`src/rtl/adc_seq_pkg.sv`:
```
package adc_seq_pkg;

    typedef enum logic [2:0] {
        ST_IDLE   = 3'd0,
        ST_ISSUE  = 3'd1,
        ST_WAIT   = 3'd2,
        ST_SLEEP  = 3'd3,
        ST_SETTLE = 3'd4
    } seq_state_e;

endpackage

```
`src/rtl/adc_seq_settle.sv`:
```
// Post-stop settling counter: loaded on release, counts down while running.
module adc_seq_settle #(
    parameter int CYCLES = 1000
) (
    input  logic clk,
    input  logic rst_n,
    input  logic load,
    input  logic run,
    output logic expired
);
    localparam int CW = (CYCLES > 1) ? $clog2(CYCLES) : 1;

    logic [CW-1:0] cnt_q;

    always_ff @(posedge clk or negedge rst_n) begin
        if (!rst_n) begin
            cnt_q <= '0;
        end else if (load) begin
            cnt_q <= CW'(CYCLES - 1);
        end else if (run && cnt_q != '0) begin
            cnt_q <= cnt_q - 1'b1;
        end
    end

    assign expired = (cnt_q == '0);

endmodule

```
`src/rtl/adc_seq_bank.sv`:
```
// Result slot storage, one register per channel.
module adc_seq_bank #(
    parameter int NUM_CH = 4,
    parameter int DATA_W = 8,
    parameter int IDX_W  = 2
) (
    input  logic                     clk,
    input  logic                     we,
    input  logic [IDX_W-1:0]         wr_idx,
    input  logic [DATA_W-1:0]        wr_data,
    output logic [NUM_CH*DATA_W-1:0] res_flat
);
    for (genvar g = 0; g < NUM_CH; g++) begin : g_slot
        logic [DATA_W-1:0] q;
        always_ff @(posedge clk) begin
            if (we && wr_idx == IDX_W'(g)) begin
                q <= wr_data;
            end
        end
        assign res_flat[g*DATA_W +: DATA_W] = q;
    end

endmodule

```
`src/rtl/adc_seq_fsm.sv`:
```
// Sequencing state machine: issue, wait, sleep and settle.
module adc_seq_fsm
    import adc_seq_pkg::*;
#(
    parameter int NUM_CH = 4,
    parameter int IDX_W  = 2
) (
    input  logic             clk,
    input  logic             rst_n,
    input  logic             ctrl_wr,
    input  logic             stop_req,
    input  logic             wait_req,
    input  logic             dly_opt,
    input  logic             conv_done,
    input  logic             settle_expired,
    output logic             conv_start,
    output logic             res_we,
    output logic [IDX_W-1:0] res_idx,
    output logic             seq_flag,
    output logic             settle_load,
    output logic             settle_run
);
    localparam logic [IDX_W-1:0] LAST_IDX = IDX_W'(NUM_CH - 1);

    seq_state_e state_q, state_d;
    logic       low_pwr;
    logic       saw_stop_q;
    logic [IDX_W-1:0] idx_q;
    logic       flag_q;

    assign low_pwr = stop_req | wait_req;

    // state register
    always_ff @(posedge clk or negedge rst_n) begin
        if (!rst_n) begin
            state_q <= ST_IDLE;
        end else begin
            state_q <= state_d;
        end
    end

    // next state
    always_comb begin
        state_d = state_q;
        if (ctrl_wr) begin
            state_d = ST_ISSUE;
        end else begin
            unique case (state_q)
                ST_IDLE:   state_d = ST_IDLE;
                ST_ISSUE:  state_d = low_pwr ? ST_SLEEP : ST_WAIT;
                ST_WAIT: begin
                    if (low_pwr)
                        state_d = ST_SLEEP;
                    else if (conv_done)
                        state_d = (idx_q == LAST_IDX) ? ST_IDLE : ST_ISSUE;
                end
                ST_SLEEP: begin
                    if (!low_pwr)
                        state_d = (saw_stop_q && !dly_opt) ? ST_SETTLE : ST_ISSUE;
                end
                ST_SETTLE: begin
                    if (low_pwr)
                        state_d = ST_SLEEP;
                    else if (settle_expired)
                        state_d = ST_ISSUE;
                end
                default:   state_d = ST_IDLE;
            endcase
        end
    end

    // outputs
    always_comb begin
        conv_start  = (state_q == ST_ISSUE) && !low_pwr && !ctrl_wr;
        res_we      = (state_q == ST_WAIT) && conv_done && !low_pwr && !ctrl_wr;
        settle_load = (state_q == ST_SLEEP) && !low_pwr && saw_stop_q && !dly_opt;
        settle_run  = (state_q == ST_SETTLE);
    end

    // sequence position, completion flag and stop memory
    always_ff @(posedge clk or negedge rst_n) begin
        if (!rst_n) begin
            idx_q      <= '0;
            flag_q     <= 1'b0;
            saw_stop_q <= 1'b0;
        end else begin
            if (ctrl_wr) begin
                idx_q  <= '0;
                flag_q <= 1'b0;
            end else if (res_we) begin
                if (idx_q == LAST_IDX)
                    flag_q <= 1'b1;
                else
                    idx_q <= idx_q + 1'b1;
            end
            if (state_q != ST_SLEEP)
                saw_stop_q <= stop_req;
            else if (stop_req)
                saw_stop_q <= 1'b1;
        end
    end

    assign res_idx  = idx_q;
    assign seq_flag = flag_q;

endmodule

```
`src/rtl/adc_seq_ctrl.sv`:
```
// Top: four-slot conversion sequencer with low-power suspend.
module adc_seq_ctrl #(
    parameter int DATA_W        = 8,
    parameter int ADDR_W        = 8,
    parameter int NUM_CH        = 4,
    parameter int CTRL_ADDR     = 'h30,
    parameter int RES_BASE      = 'h31,
    parameter int SETTLE_CYCLES = 1000
) (
    input  logic              clk,
    input  logic              rst_n,
    input  logic [ADDR_W-1:0] bus_addr,
    input  logic              bus_wr,
    output logic [DATA_W-1:0] bus_rdata,
    input  logic              stop_req,
    input  logic              wait_req,
    input  logic              dly_opt,
    output logic              conv_start,
    input  logic              conv_done,
    input  logic [DATA_W-1:0] conv_data
);
    localparam int IDX_W = (NUM_CH > 1) ? $clog2(NUM_CH) : 1;

    logic                     ctrl_wr;
    logic                     res_we;
    logic [IDX_W-1:0]         res_idx;
    logic                     seq_flag;
    logic                     settle_load;
    logic                     settle_run;
    logic                     settle_expired;
    logic [NUM_CH*DATA_W-1:0] res_flat;

    assign ctrl_wr = bus_wr && (bus_addr == ADDR_W'(CTRL_ADDR));

    adc_seq_fsm #(.NUM_CH(NUM_CH), .IDX_W(IDX_W)) u_fsm (
        .clk            (clk),
        .rst_n          (rst_n),
        .ctrl_wr        (ctrl_wr),
        .stop_req       (stop_req),
        .wait_req       (wait_req),
        .dly_opt        (dly_opt),
        .conv_done      (conv_done),
        .settle_expired (settle_expired),
        .conv_start     (conv_start),
        .res_we         (res_we),
        .res_idx        (res_idx),
        .seq_flag       (seq_flag),
        .settle_load    (settle_load),
        .settle_run     (settle_run)
    );

    adc_seq_settle #(.CYCLES(SETTLE_CYCLES)) u_settle (
        .clk     (clk),
        .rst_n   (rst_n),
        .load    (settle_load),
        .run     (settle_run),
        .expired (settle_expired)
    );

    adc_seq_bank #(.NUM_CH(NUM_CH), .DATA_W(DATA_W), .IDX_W(IDX_W)) u_bank (
        .clk      (clk),
        .we       (res_we),
        .wr_idx   (res_idx),
        .wr_data  (conv_data),
        .res_flat (res_flat)
    );

    // read mux: flag on control address, slots on consecutive addresses
    always_comb begin
        bus_rdata = '0;
        if (bus_addr == ADDR_W'(CTRL_ADDR))
            bus_rdata[DATA_W-1] = seq_flag;
        for (int i = 0; i < NUM_CH; i++) begin
            if (bus_addr == ADDR_W'(RES_BASE + i))
                bus_rdata = res_flat[i*DATA_W +: DATA_W];
        end
    end

endmodule

```
`config.mk`:
```
export PLATFORM = sky130hd
export DESIGN_NAME = adc_seq_ctrl
export DESIGN_NICKNAME = d
export VERILOG_FILES = /design/src/rtl/adc_seq_pkg.sv /design/src/rtl/adc_seq_settle.sv /design/src/rtl/adc_seq_bank.sv /design/src/rtl/adc_seq_fsm.sv /design/src/rtl/adc_seq_ctrl.sv
export SDC_FILE = /design/constraint.sdc
export NUM_CORES = 1
export LEC_CHECK = 0
export ABC_AREA = 1
export BUFFER_PORTS_ARGS = -buffer_cell sky130_fd_sc_hd__buf_2
export CORE_UTILIZATION = 57
export CTS_CLUSTER_SIZE = 28
export DETAILED_ROUTE_END_ITERATION = 8
export GPL_ROUTABILITY_DRIVEN = 0
export PLACE_DENSITY = 0.9
export SYNTH_ARGS = -nofsm -noshare
export SYNTH_HDL_FRONTEND = slang
export SYNTH_SLANG_ARGS = --single-unit
export TNS_END_PERCENT = 30
```
`constraint.sdc`:
```
create_clock -name clk -period 1.8 [get_ports clk]
set_input_delay 0.09 -clock clk [delete_from_list [all_inputs] [get_ports clk]]
set_output_delay 0.09 -clock clk [all_outputs]
set_load 0.02 [all_outputs]
```
==> metrics.md <==
| Metric | Value |
|---|---|
| WL final | between 4000 and 5000 um |
| WP data arrival | approximately 1700 ps |
| Post-CTS Setup Inserts | 0 |
| Final Cycle Share | 0.912 |
| Hold Path Depth | 1 |
| CP Launch Type | flop |
| Sw Ratio | 0.323 |
| Unrepaired setup endpoints after global routing | false |
| Pin count of the biggest net entering global routing | 18 |
| Fillers | approximately 300 |
| CTS root buffer | clkbuf_8 |
| Starting density of the core | 0.600 |
| Via Count | just under 2000 |
| First-pass GRT wire length | 7690 um |
| CP max stage cell | dfrtp_1 |
| Critical path type | flop to flop |
| # IOs | 32 |
| Total number of yosys warnings | 0 |
| Max_cap viols | 0 |
| Die ar. | roughly 0.0045 mm^2 |
| Net switching power | approximately 0.87 mW |
| Core Footprint | 0.00406 mm^2 |
| Drt via density | 5.44 |
| Tmin final | 1640 ps |
| Synth cell types | 27 |
| Setup violations, final | 0 |
| Seq/Total Area, Yosys | 0.569 |
| Multiplexer area fraction after synthesis | 0 |
| Row count | 23 |
| Clock Pin Slew Worst Setup and Hold Paths | 90 ps |
| Number of DRC markers in iteration 0 | between 150 and 200 |
| Ratio of cells with drive above 1 in the final layout | 0.221 |
| Vias in the first global route | between 1500 and 2000 |
| Gate power share | 0.223 |
| Synth Instances | between 200 and 300 |
| Hold Crit Class | input port to flop |
| DR pass1 iterations | 4 |
| CP dominant cell by count | nor2_1 |
| Core Util, Final | 0.695 |
| Worst-Skew Late Latency | 300 ps |
| Crit-path cells | nor3_2 > nand2_1 > nor2_1 > nand2_2 > nor2_1 > buf_4 |
| Final Cell Area | between 0.002 and 0.003 mm^2 |
| Area after DPL | ~0.0027 mm^2 |
| VDD IR-drop max | 0.688 mV |
| CP Max Fanout | 8 |
| TritonCTS buffer count | 5 |
| Synth Area per Inst | roughly 9.2 um^2 |
| Routed Antenna Nets | 0 |
| Req. time, crit path | about 1800 ps |
| Overall Global Routing Usage | 0.239 |
| Clock power frac | 0.248 |
| Routed length per instance | around 13 um |
| Critical path's largest stage delay | around 460 ps |
| Worst setup margin | ~160 ps |
| Power per cell area | about 950 mW/mm^2 |
| Synth Area in Adders | 0.0257 |
| Max-slew violations | 0 |
| H-tree depth | 2 |
| Mapped Nets | 293 |
| Final hold vios | 0 |
| Mapped cell area | between 0.002 and 0.0025 mm^2 |
| Crit. End Element | flop |
| Sequential share of power | 0.529 |
| Status | finished, final reports clean |
| # DRC | 0 |
| GRT Residual Overflow | 0 |
| # diodes | 0 |
| Clk sinks | 49 |
| Compound-cell area share of the yosys netlist | 0.0462 |
| Chip width | between 60 and 70 um |
| Clock Skew | 2.80 ps |
| Dpl hpwl | about 3800 um |
| Slew headroom | 0.650 |
| Layout overhead on the synthesized area | 15.8% |
| P_leak | 1.24 nW |
| Worst-case reg-to-reg path depth | 6 |
| Setup tns final | 0 ps |
| Simple-Gate Fraction of Synth Area | 0.305 |
| Flop-to-flop setup slack | between 150 and 200 ps |
| Fmax | slightly above 600 MHz |
| CTS tree | yes |
| Synth Area in XOR/XNOR | 0 |
| Initial antenna violation count | 0 |
| Internal power | ~1.8 mW |
| IO Port Bufs | 31 |
| Yosys reg bits | 49 |
| Combinational family with the most area after synthesis | simple AND/OR/NAND/NOR gates |
| Place WS | between 150 and 200 ps |
| CTS Buffer Depth | 2 |
| # nets final | roughly 340 |
| Chip Height | roughly 67 um |
| Worst slew pin tran | ~520 ps |
-- routing by layer --
| layer | global-route usage | share of wire | vias to the layer above |
|---|---|---|---|
| met5 | 0 | 0 | - |
| met4 | 0.0957 | 0.022 | 0 |
| met3 | 0.0439 | 0.055 | 10 |
| met2 | 0.433 | 0.51 | 76 |
| met1 | 0.277 | 0.42 | 921 |
| li1 | - | - | 962 |
-- final cells by class --
| type | count | area (um^2) | share of cell area |
|---|---|---|---|
| Timing Repair Buffer | 39 | 220 | 0.0780 |
| Clock inverter | 3 | 26.3 | 0.00931 |
| Sequential cell | 49 | 1390 | 0.491 |
| Clock buffer | 5 | 68.8 | 0.0244 |
| Multi-Input combinational cell | 181 | 926 | 0.328 |
| Inverter | 35 | 131 | 0.0466 |
| Tap cell | 50 | 62.6 | 0.0222 |
-- stage by stage --
step	instances	power, mW	hold WS, ps
finish	362	2.69	18.3
global route	362	2.83	14.0
CTS	362	2.70	14.1
detailed placement	352	2.03	36.8
global placement	352	2.00	33.6
floorplan	265	1.85	-206
-- power groups by stage --
stage | logic (mW) | registers, mW | clock network [mW]
3_5_place_dp | 0.589 | 1.45 | 0
6_report | 0.600 | 1.42 | 0.666
3_3_place_gp | 0.560 | 1.44 | 0
2_1_floorplan | 0.429 | 1.42 | 0
4_1_cts | 0.600 | 1.42 | 0.676
5_1_grt | 0.678 | 1.44 | 0.717
-- state kept, by name (all words and copies together), names as in the netlist --
name,flops
u_bank.g_slot.q,32
u_fsm.res_idx,2
u_fsm.saw_stop_q,1
u_fsm.seq_flag,1
u_fsm.state_q,3
u_settle.cnt_q,10
-- Yosys cell counts, drive strengths merged --
cell type,number,share of area
and3,1,0.0026
clkinv,2,0.0031
nor4,3,0.023
ha,5,0.026
dfrtp,17,0.17
inv,33,0.051
nand2,88,0.14
o21ai,15,0.031
edfxtp,32,0.39
nand4,9,0.023
nand3b,1,0.0031
nor2,31,0.055
nor3,6,0.019
nand3,17,0.037
a31oi,1,0.0026
a21oi,4,0.013
-- path summary, 6_finish.rpt --
path,end,startpoint
setup / recovery,u_bank.g_slot[0].q[1],u_fsm.state_q[0]
hold / removal,u_bank.g_slot[0].q[0],conv_data[0]
setup reg to reg,u_bank.g_slot[0].q[1],u_fsm.state_q[0]
hold reg to reg,u_fsm.seq_flag,u_fsm.seq_flag
max in group asynchronous,u_fsm.res_idx[1],rst_n
min in group asynchronous,u_settle.cnt_q[5],rst_n
-- critical path: cells and delay by family, from the launching register on --
kind / cells / cell delay [ps]
simple gates: 5 / 720
flops: 1 / 460
buf+inv: 1 / 170
-- cells in the final DEF (no fill, tap or decap), types with 2 or more instances in the layout --
cell type / instances
inv_1: 25
clkinv_1: 2
dlygate4sd3_1: 2
buf_2: 31
clkbuf_8: 5
nand2_2: 4
nor2_1: 28
nand2_1: 82
inv_2: 8
dfrtp_1: 17
nand4_1: 9
clkinvlp_4: 2
ha_1: 5
o21ai_1: 10
nand2_4: 2
nor2_4: 2
nand3_1: 16
o21ai_0: 5
nor3_1: 4
edfxtp_1: 32
buf_4: 6
nor4_4: 2
a21oi_1: 3
-- repair_timing --
action | 4_1_cts | 5_1_grt
hold buffers | 2 | 0
setup endpoints to repair | 0 | 28
hold endpoints to repair | 18 | 0
gates resized for setup | 0 | 2
-- kinds of logic (layout without fill, tap and decap cells) --
| group | after synthesis | after routing |
|---|---|---|
| flops | 49 | 49 |
| compound gates | 20 | 20 |
| fa+ha+maj | 5 | 5 |
| simple gates | 156 | 156 |
| buf+inv | 35 | 82 |
Note: power is estimated with default switching activity, not from simulation.
